==> config.mk <==
export PLATFORM = sky130hd
export DESIGN_NAME = cfg_gen_space
export DESIGN_NICKNAME = d
export VERILOG_FILES = /design/src/rtl/cfggen_pkg.sv /design/src/rtl/cfg_addr_decode.sv /design/src/rtl/cfg_word_array.sv /design/src/rtl/gen_tracker.sv /design/src/rtl/cfg_gen_space.sv
export SDC_FILE = /design/constraint.sdc
export NUM_CORES = 1
export LEC_CHECK = 0
export ABC_AREA = 1
export BUFFER_PORTS_ARGS = -buffer_cell sky130_fd_sc_hd__buf_2
export CORE_UTILIZATION = 36
export DETAILED_ROUTE_END_ITERATION = 7
export PLACE_DENSITY_LB_ADDON = 0.08
export SYNTH_ARGS = -nofsm -noshare
export SYNTH_HDL_FRONTEND = slang
export SYNTH_HIERARCHICAL = 1
export SYNTH_SLANG_ARGS = --single-unit
==> constraint.sdc <==
create_clock -name clk -period 2.6 [get_ports clk]
set_input_delay 0.13 -clock clk [delete_from_list [all_inputs] [get_ports clk]]
set_output_delay 0.13 -clock clk [all_outputs]
set_load 0.05 [all_outputs]
==> src/rtl/cfggen_pkg.sv <==
package cfggen_pkg;
   localparam int unsigned WORD_W     = 32;
   localparam int unsigned WORD_BYTES = WORD_W / 8;
   localparam int unsigned GEN_BYTE   = 32'h0FC;
   localparam int unsigned CFG_BYTE   = 32'h100;

   function automatic int unsigned idx_width(input int unsigned n);
      return (n <= 1) ? 1 : $clog2(n);
   endfunction
endpackage

==> src/rtl/cfg_addr_decode.sv <==
module cfg_addr_decode
   import cfggen_pkg::*;
#(
   parameter int unsigned ADDR_W = 12,
   parameter int unsigned NWORDS = 8,
   parameter int unsigned IDX_W  = 3
) (
   input  logic [ADDR_W-1:0] addr,
   output logic              gen_hit,
   output logic              cfg_hit,
   output logic [IDX_W-1:0]  idx
);
   localparam int unsigned WA_W = ADDR_W - 2;
   localparam logic [WA_W-1:0] GEN_WA = WA_W'(GEN_BYTE >> 2);
   localparam logic [WA_W-1:0] CFG_WA = WA_W'(CFG_BYTE >> 2);
   localparam logic [WA_W-1:0] SPAN   = WA_W'(NWORDS);

   logic [WA_W-1:0] waddr;
   logic [WA_W-1:0] rel;
   logic [1:0]      unused_lo;

   assign waddr     = addr[ADDR_W-1:2];
   assign unused_lo = addr[1:0];

   always_comb begin
      rel     = waddr - CFG_WA;
      gen_hit = (waddr == GEN_WA);
      cfg_hit = (waddr >= CFG_WA) && (rel < SPAN);
      idx     = rel[IDX_W-1:0];
   end
endmodule

==> src/rtl/cfg_word_array.sv <==
module cfg_word_array
   import cfggen_pkg::*;
#(
   parameter int unsigned NWORDS = 8,
   parameter int unsigned NLANES = 2,
   parameter int unsigned IDX_W  = 3
) (
   input  logic                     clk,
   input  logic                     rst_n,
   input  logic                     wr_en,
   input  logic [IDX_W-1:0]         wr_idx,
   input  logic [WORD_BYTES-1:0]    wr_be,
   input  logic [WORD_W-1:0]        wr_data,
   input  logic [NLANES-1:0]        upd_valid,
   input  logic [NLANES*IDX_W-1:0]  upd_idx,
   input  logic [NLANES*WORD_W-1:0] upd_data,
   output logic [WORD_W-1:0]        words_q [NWORDS],
   output logic [WORD_W-1:0]        words_d [NWORDS]
);
   for (genvar w = 0; w < NWORDS; w++) begin : g_word
      logic [WORD_W-1:0] q;
      logic [WORD_W-1:0] nxt;

      always_comb begin
         nxt = q;
         if (wr_en && (wr_idx == IDX_W'(w))) begin
            for (int b = 0; b < WORD_BYTES; b++) begin
               if (wr_be[b]) nxt[8*b +: 8] = wr_data[8*b +: 8];
            end
         end
         // later lanes overwrite earlier ones: highest lane wins
         for (int l = 0; l < NLANES; l++) begin
            if (upd_valid[l] && (upd_idx[l*IDX_W +: IDX_W] == IDX_W'(w)))
               nxt = upd_data[l*WORD_W +: WORD_W];
         end
      end

      always_ff @(posedge clk) begin
         if (!rst_n) q <= '0;
         else        q <= nxt;
      end

      assign words_q[w] = q;
      assign words_d[w] = nxt;
   end

   logic [IDX_W-1:0]  top_idx;
   logic [WORD_W-1:0] top_dat;
   assign top_idx = upd_idx[(NLANES-1)*IDX_W +: IDX_W];
   assign top_dat = upd_data[(NLANES-1)*WORD_W +: WORD_W];


   top_lane_wins_chk: assert property (@(posedge clk) disable iff (!rst_n)
      (upd_valid[NLANES-1] && (int'(top_idx) < NWORDS))
      |=> (words_q[$past(top_idx)] == $past(top_dat)));
endmodule

==> src/rtl/gen_tracker.sv <==
module gen_tracker #(
   parameter int unsigned GEN_W   = 32,
   parameter bit          HOLD_EN = 1'b1
) (
   input  logic             clk,
   input  logic             rst_n,
   input  logic             upd_any,
   input  logic             hold,
   output logic [GEN_W-1:0] gen_q,
   output logic [GEN_W-1:0] gen_d
);
   logic bump;
   logic pending_q;

   if (HOLD_EN) begin : g_batch
      always_comb bump = !hold && (upd_any || pending_q);
      always_ff @(posedge clk) begin
         if (!rst_n)    pending_q <= 1'b0;
         else if (hold) pending_q <= pending_q || upd_any;
         else           pending_q <= 1'b0;
      end
   end else begin : g_direct
      logic unused_hold;
      assign unused_hold = hold;
      always_comb bump = upd_any;
      always_ff @(posedge clk) pending_q <= 1'b0;
   end

   assign gen_d = gen_q + GEN_W'(bump);

   always_ff @(posedge clk) begin
      if (!rst_n) gen_q <= '0;
      else        gen_q <= gen_d;
   end


   gen_step_chk: assert property (@(posedge clk) disable iff (!rst_n)
      (gen_q == $past(gen_q) + GEN_W'(1)) || (gen_q == $past(gen_q)));

   upd_bump_chk: assert property (@(posedge clk) disable iff (!rst_n)
      (upd_any && !(HOLD_EN && hold)) |=> (gen_q != $past(gen_q)));

   hold_freeze_chk: assert property (@(posedge clk) disable iff (!rst_n)
      (HOLD_EN && hold) |=> $stable(gen_q));
endmodule

==> src/rtl/cfg_gen_space.sv <==
module cfg_gen_space
   import cfggen_pkg::*;
#(
   parameter int unsigned NWORDS  = 8,
   parameter int unsigned NLANES  = 2,
   parameter int unsigned ADDR_W  = 12,
   parameter int unsigned GEN_W   = 32,
   parameter bit          HOLD_EN = 1'b1,
   localparam int unsigned IDX_W  = idx_width(NWORDS)
) (
   input  logic                     clk,
   input  logic                     rst_n,
   input  logic                     bus_req,
   input  logic                     bus_we,
   input  logic [ADDR_W-1:0]        bus_addr,
   input  logic [3:0]               bus_be,
   input  logic [31:0]              bus_wdata,
   output logic [31:0]              bus_rdata,
   output logic                     bus_rvalid,
   input  logic [NLANES-1:0]        upd_valid,
   input  logic [NLANES*IDX_W-1:0]  upd_idx,
   input  logic [NLANES*32-1:0]     upd_data,
   input  logic                     upd_hold
);
   initial begin
      if (ADDR_W < 10 || (CFG_BYTE + WORD_BYTES*NWORDS) > (64'd1 << ADDR_W) ||
          NWORDS < 1 || NLANES < 1 || GEN_W < 2 || GEN_W > WORD_W)
         $fatal(1, "cfg_gen_space: parameter set out of range");
   end

   logic              gen_hit;
   logic              cfg_hit;
   logic [IDX_W-1:0]  idx;
   logic [WORD_W-1:0] words_q [NWORDS];
   logic [WORD_W-1:0] words_d [NWORDS];
   logic [GEN_W-1:0]  gen_q;
   logic [GEN_W-1:0]  gen_d;
   logic [WORD_W-1:0] rd_d;
   logic              wr_en;

   cfg_addr_decode #(.ADDR_W(ADDR_W), .NWORDS(NWORDS), .IDX_W(IDX_W)) u_dec (
      .addr(bus_addr), .gen_hit(gen_hit), .cfg_hit(cfg_hit), .idx(idx));

   assign wr_en = bus_req && bus_we && cfg_hit;

   cfg_word_array #(.NWORDS(NWORDS), .NLANES(NLANES), .IDX_W(IDX_W)) u_arr (
      .clk(clk), .rst_n(rst_n), .wr_en(wr_en), .wr_idx(idx), .wr_be(bus_be),
      .wr_data(bus_wdata), .upd_valid(upd_valid), .upd_idx(upd_idx),
      .upd_data(upd_data), .words_q(words_q), .words_d(words_d));

   gen_tracker #(.GEN_W(GEN_W), .HOLD_EN(HOLD_EN)) u_gen (
      .clk(clk), .rst_n(rst_n), .upd_any(|upd_valid), .hold(upd_hold),
      .gen_q(gen_q), .gen_d(gen_d));

   // reads see the post-edge state so a coincident update is never missed
   always_comb begin
      if (gen_hit)      rd_d = WORD_W'(gen_d);
      else if (cfg_hit) rd_d = words_d[idx];
      else              rd_d = '0;
   end

   always_ff @(posedge clk) begin
      if (!rst_n) begin
         bus_rvalid <= 1'b0;
         bus_rdata  <= '0;
      end else begin
         bus_rvalid <= bus_req && !bus_we;
         if (bus_req && !bus_we) bus_rdata <= rd_d;
      end
   end


   rd_valid_chk: assert property (@(posedge clk) disable iff (!rst_n)
      (bus_req && !bus_we) |=> bus_rvalid);

   rd_idle_chk: assert property (@(posedge clk) disable iff (!rst_n)
      !(bus_req && !bus_we) |=> !bus_rvalid);

   for (genvar w = 0; w < NWORDS; w++) begin : g_ro

      ro_write_chk: assert property (@(posedge clk) disable iff (!rst_n)
         (bus_req && bus_we && !cfg_hit && !(|upd_valid)) |=> $stable(words_q[w]));
   end
endmodule

==> results of run 1 <==
==> stage by stage <==
step                setup WS (ns)  utilization, %  cells  hold WS (ns)  area [µm²]
global placement           -0.292            42.8   6510         0.380       31200
CTS                         0.315            45.5   6636       0.00629       33100
global route               0.0951            45.5   6636        0.0795       33100
finish                      0.271            45.5   6636        0.0344       33100
floorplan                   0.507               -   5269         0.223       26400
detailed placement         -0.290            42.8   6510         0.388       31200
==> area by class of cell <==
cell class / instances / area, µm²
inverter: 1042 / 3920
clock buffer: 73 / 1400
timing repair buffer: 603 / 5030
fill: 8184 / 39700
clock inverter: 10 / 129
sequential: 322 / 6450
multi-input combinational: 3627 / 15000
tap: 959 / 1200
==> routing by layer <==
layer,routed length (µm),vias to the layer above
li1,-,16200
met1,53700,14500
met2,53500,1133
met3,8190,220
met4,5410,0
met5,0,-
==> power by group <==
part | switching (mW) | internal [mW] | leakage [nW]
clock | 2.66 | 3.97 | 0.758
sequential | 0.0855 | 5.17 | 2.63
combinational | 2.10 | 1.21 | 15.5
total | 4.84 | 10.3 | 18.9
==> final timing paths <==
| path | start | endpoint | slack, ns | depth (start not counted) |
|---|---|---|---|---|
| worst max register to register | u_gen/pending_q | bus_rdata[26] | 0.45 | 13 |
| worst max-delay path | bus_addr[11] | bus_rdata[19] | 0.27 | 24 |
| worst min register to register | u_gen/gen_q[31] | u_gen/gen_q[31] | 0.50 | 2 |
| worst min-delay path | upd_data[13] | u_arr/g_word[1].q[13] | 0.03 | 7 |
==> timing repair <==
item | in CTS | in global routing
buffers inserted | 0 | 0
hold buffers | 43 | 0
hold endpoints to repair | 104 | 0
resized for setup | 0 | 0
==> flip-flops by register name, indices dropped and copies added, names as in the netlist <==
register and flops:
u_gen/pending_q 1, bus_rdata 32, u_arr/g_word.q 256, bus_rvalid 1, u_gen/gen_q 32
==> logic make-up after synthesis <==
kind of cell | count (synthesis) | synth area share [%]
AO/OA/AOI/OAI | 347 | 6.57
adder cells (fa/ha/maj) | 3 | 0.142
XOR/XNOR | 7 | 0.232
AND/OR/NAND/NOR | 3270 | 49.2
flip-flops | 322 | 24.4
buffers and inverters | 1320 | 19.5
==> tightest hold or removal path, stage by stage <==
cell,delay (ns)
buf_2,0.14
nand2_1,0.07
nand2_1,0.04
inv_1,0.04
nand2_1,0.04
nand2_1,0.07
nor2_1,0.04
==> cell usage in the layout, fill, tap and decap left out, drive strengths merged <==
cell / Yosys / routed
a21oi: 181 / 181
buf: 134 / 560
bufinv: 0 / 3
clkbuf: 144 / 73
clkinv: 1 / 7
dfxtp: 322 / 322
dlygate4sd3: 0 / 43
ha: 3 / 3
inv: 1041 / 1042
nand2: 2025 / 2025
nand3: 434 / 434
nand3b: 3 / 3
nor2: 771 / 771
nor3: 1 / 1
o21ai: 166 / 166
or2: 36 / 36
xnor2: 2 / 2
xor2: 5 / 5
==> results.tsv, run 1 <==
stage	metric	value	unit
power_and_ir_drop	total power draw	15.2	mW
clock_network	Clock Path Buffers	3	
detailed_routing	Via density	4.82	
placed_design	GP Congestion	0.896	
synth	count leader, synth	nand2_1	
clock_network	root buf cell	clkbuf_16	
power_and_ir_drop	VDD IR max	0.000423	V
sta	Setup Skew	0.0231	ns
sta	Final setup viols	0	
clock_network	CTS HTree Levels	2	
critical_path	Setup CP Type	input pin to flop	
synth	syn_area_per_cell	5.02	µm²
final_layout	Ant. Diodes	0	
synth	share of the synthesized area in the top cell type	28.7	%
final_layout	layout cells sized above 1	12.4	%
synth	sequential area share after synthesis	24.4	%
synth	cell taking the most area after synthesis	nand2_1	
synth	Netlist cell types	27	
detailed_routing	final wirelength	121000	µm
sta	Setup TNS Final	0	ns
critical_path	biggest fanout along the worst timing path	7	
global_routing	vias in the first global route	29100	
critical_path	family with the most delay on the worst path	simple AND/OR/NAND/NOR gates	
global_routing	met1 Use GR	42.4	%
synth	syn nets	5397	
clock_network	clk sinks	322	
power_and_ir_drop	Pleak	18.9	nW
sta	Fin. Hold Viols	0	
detailed_routing	antenna viol nets, final	0	
sta	Worst Max-Slew Pin Slew	1.31	ns
synth	main area contributors after synthesis	nand2_1 (29%), dfxtp_1 (24%), inv_1 (15%)	
detailed_routing	Pre-antenna DRT Iters	8	
critical_path	crit path buf inv count	7	
sta	Slew Limit Fails	0	
sta	Max Freq	0.429	GHz
global_routing	routing usage on met3	3.47	%
floorplan	Core Area	72800	µm²
global_routing	All-Layer GR Usage	31.9	%
global_routing	largest net degree at the start of global routing	98	
power_and_ir_drop	PD cells	459	nW/µm²
sta	fin crit period	2.33	ns
global_routing	global-route wire length before repair	180000	µm
critical_path	CP Cell Sequence	buf_2 > nor2_2 > nand2_1 > nor2_1 > nand2_1 > nor2_1 > buf_4 > nand2_1 > buf_12 > nor2_4 > buf_4 > buf_4 > nand2_1 > nand2_1 > nand2_1 > nand2_1 > nand2_1 > inv_1 > inv_1 > nand2_1 > nand3_1 > nand3_1 > nand3_1 > a21oi_1	
critical_path	CP Capture Type	flop	
global_routing	Congestion Overflow GR	0	
run_status	outcome	complete, but fails checks	
clock_network	clock insertion delay at the later pin of the skew report	0.60	ns
critical_path	CP Data Arrival Time	2.85	ns
placed_design	Port Buffer Count	155	
floorplan	I/O Pins	158	
run	maximum capacitance violations	0	
run_status	failing checks	DRC	
synth	Ys Warns	6	
floorplan	Initial Util	36.3	%
critical_path	CP Launch Type	input pin	
placed_design	dpl hpwl	83200	µm
global_routing	initial antenna violation count	1	
detailed_routing	DRC viols	2	
detailed_routing	WL/cell	18.2	µm
synth	Synth Cell Area	26400	µm²
final_layout	# nets final	5769	
synth	FFs w/ async S/R, synth	0	%
detailed_routing	vias	32000	
clock_network	Clk pin slew, worst setup/hold paths	0.06	ns
global_routing	GRT busiest layer	met2	
global_routing	met2 track demand over resource	52.2	%
synth	Synth top cells by count	nand2_1 (2020), inv_1 (1037), nor2_1 (755)	
clock_network	CTS tree	done	
detailed_routing	Initial DRC Count	2815	
floorplan	Die H	273	µm
critical_path	cell with the most instances on the worst path	nand2_1	
critical_path	CP peak stage delay	0.24	ns
sta	RSZ-0062 raised after global routing	false	
final_layout	area delta synth->final	25.2	%
synth	FF+latch count, synth	322	
synth	Cells after Synth	5269	
floorplan	Die Width	273	µm
clock_network	CTS Buf Count	45	
critical_path	slowest stage cell, crit path	nand3_1	
floorplan	overall die area	74500	µm²
synth	EDFF count, synth	0	
synth	Synth Flop Type	dfxtp_1	
sta	relative slew slack	12.8	%
hold_path	worst hold path class	input pin to flop	
sta	period utilization	89.6	%
critical_path	Critical Path RT	3.12	ns
floorplan	Core Rows	99	
(Power assumes the default switching activity.)
==> inputs of run 2 (changes only) <==
CAP_MARGIN = 10   (was unset)
RECOVER_POWER = 100   (was unset)
==> run 2 against run 1 <==
  * The run still ends with DRC left
  * Non-clock buffer count unchanged
  * Die area unchanged
  * Clock power is essentially flat
  * Worst hold slack improved by 0.00057 ns
  * Global-route usage stayed put
  * Clock skew is essentially flat
  * Via count decreased by 0.19%
  * Clock-buffer cell count did not move
  * Critical path type unchanged
  * Critical endpoint is now u_arr/g_word[4].q[26]
  * Largest power group unchanged
==> results.tsv, run 2 (synthesis results as in run 1) <==
stage	metric	value	unit
sta	final setup margin	0.265	ns
floorplan	Die H	273	µm
critical_path	CP Launch Type	input pin	
final_layout	fin cells	6636	
critical_path	Critical Path RT	3.09	ns
power_and_ir_drop	Pleak	18.7	nW
power_and_ir_drop	net switching power	4.83	mW
sta	Max Freq	0.428	GHz
sta	relative slew slack	12.9	%
placed_design	GP Congestion	0.896	
final_layout	layout cells sized above 1	11.4	%
detailed_routing	DRC viols	2	
detailed_routing	Pre-antenna DRT Iters	8	
power_and_ir_drop	sequential share of power	34.6	%
final_layout	# nets final	5769	
final_layout	footprint of the multi-input gates	15000	µm²
detailed_routing	antenna viol nets, final	0	
final_layout	cell area after layout	32900	µm²
clock_network	Clock Path Buffers	3	
final_layout	area delta synth->final	24.6	%
power_and_ir_drop	Power Internal	10.3	mW
sta	Fin. Hold Viols	0	
global_routing	global-route wire length before repair	180000	µm
final_layout	largest registers	u_arr/g_word.q: 256 flops, bus_rdata: 32 flops, u_gen/gen_q: 32 flops	
floorplan	I/O Pins	158	
clock_network	root buf cell	clkbuf_16	
placed_design	Port Buffer Count	155	
final_layout	max FFs per register	256	
clock_network	CTS HTree Levels	2	
floorplan	Core Rows	99	
sta	fin crit period	2.34	ns
run_status	failing checks	DRC	
critical_path	Setup CP Type	input pin to flop	
run_status	outcome	complete, but fails checks	
global_routing	All-Layer GR Usage	31.9	%
power_and_ir_drop	Switching Fraction	31.9	%
final_layout	Storage cell area	6450	µm²
power_and_ir_drop	PD cells	460	nW/µm²
placed_design	placed insts	6510	
sta	Setup TNS Final	0	ns
global_routing	vias in the first global route	29100	
floorplan	Core Area	72800	µm²
placed_design	dpl hpwl	83200	µm
critical_path	biggest fanout along the worst timing path	80	
global_routing	largest net degree at the start of global routing	98	
sta	Setup Skew	0.0228	ns
detailed_routing	final wirelength	121000	µm
global_routing	Congestion Overflow GR	0	
placed_design	Setup WS pre-CTS	-0.290	ns
clock_network	CTS Buf Count	45	
final_layout	commonest non-fill, non-tap cell in the layout	nand2_1	
sta	Worst Max-Slew Pin Slew	1.30	ns
clock_network	clock insertion delay at the later pin of the skew report	0.60	ns
sta	Final setup viols	0	
final_layout	Ant. Diodes	0	
clock_network	CTS tree	done	
detailed_routing	Initial DRC Count	2871	
sta	Slew Limit Fails	0	
critical_path	CP Capture Type	flop	
power_and_ir_drop	Comb pwr share	21.7	%
detailed_routing	Via density	4.81	
clock_network	Clk pin slew, worst setup/hold paths	0.06	ns
detailed_routing	vias	31900	
final_layout	most frequent cells in the layout	nand2_1 (2007), inv_1 (1029), nor2_1 (748)	
sta	RSZ-0062 raised after global routing	false	
power_and_ir_drop	VDD IR max	0.000422	V
run	maximum capacitance violations	0	
floorplan	overall die area	74500	µm²
hold_path	worst hold path class	input pin to flop	
clock_network	Setup Fix Bufs, Post-CTS	0	
power_and_ir_drop	Clk pwr share	43.7	%
clock_network	clk sinks	322	
detailed_routing	WL/cell	18.2	µm
floorplan	Initial Util	36.3	%
final_layout	most flop-heavy register	u_arr/g_word.q	
placed_design	Placed Area	31200	µm²
floorplan	Die Width	273	µm
critical_path	CP Data Arrival Time	2.82	ns
global_routing	initial antenna violation count	1	
sta	period utilization	89.8	%
final_layout	Layout fillers	8225	
[run 2: power by group through the flow]
| stage | combinational (mW) | clock (mW) | sequential [mW] |
|---|---|---|---|
| after floorplan | 1.84 | 0 | 5.43 |
| after CTS | 3.29 | 6.74 | 5.25 |
| final | 3.29 | 6.62 | 5.25 |
| after global placement | 3.22 | 0 | 5.35 |
| after detailed placement | 3.22 | 0 | 5.36 |
| after global routing | 3.67 | 6.91 | 5.27 |
[run 2: critical path, cell delays in order]
cell and delay, ns:
dlygate4sd3_1 0.53, buf_2 0.24, inv_4 0.78, buf_4 0.46, a21oi_1 0.07, dlygate4sd3_1 0.57
[run 2: timing repair]
action                                  4_1_cts  5_1_grt
endpoints found under the hold margin       104        0
endpoints found under the setup margin        0        0
hold buffers                                 43        0
gates resized for setup                       0        0
[run 2: final timing paths]
| kind | to | cells past startpoint | slack [ns] | start |
|---|---|---|---|---|
| max | u_arr/g_word[4].q[26] | 6 | 0.26 | rst_n |
| min | u_arr/g_word[1].q[13] | 7 | 0.03 | upd_data[13] |
| max reg2reg | bus_rdata[26] | 13 | 0.45 | u_gen/pending_q |
| min reg2reg | u_gen/gen_q[31] | 2 | 0.50 | u_gen/gen_q[31] |
[run 2: per-layer routing]
layer / vias up / track usage (%) / routed length (µm) / part of all wire [%]
li1: 16200 / - / - / -
met1: 14400 / 42.4 / 53600 / 44
met2: 1098 / 52.2 / 53500 / 44
met3: 225 / 3.47 / 8050 / 6.7
met4: 0 / 13.8 / 5410 / 4.5
met5: - / 0 / 0 / 0
[run 2: layout make-up]
class,count,area share (%)
multi-input combinational,3627,45.4
sequential,322,19.6
timing repair buffer,603,14.8
inverter,1042,11.9
clock buffer,73,4.26
tap,959,3.64
clock inverter,10,0.391
[run 2: per-stage QoR]
step / total power [mW] / hold slack [ns] / utilization (%)
finish: 15.2 / 0.0349 / 45.2
global route: 15.8 / 0.0795 / 45.2
CTS: 15.3 / 0.00629 / 45.5
detailed placement: 8.57 / 0.388 / 42.8
global placement: 8.57 / 0.380 / 42.8
floorplan: 7.27 / 0.223 / -
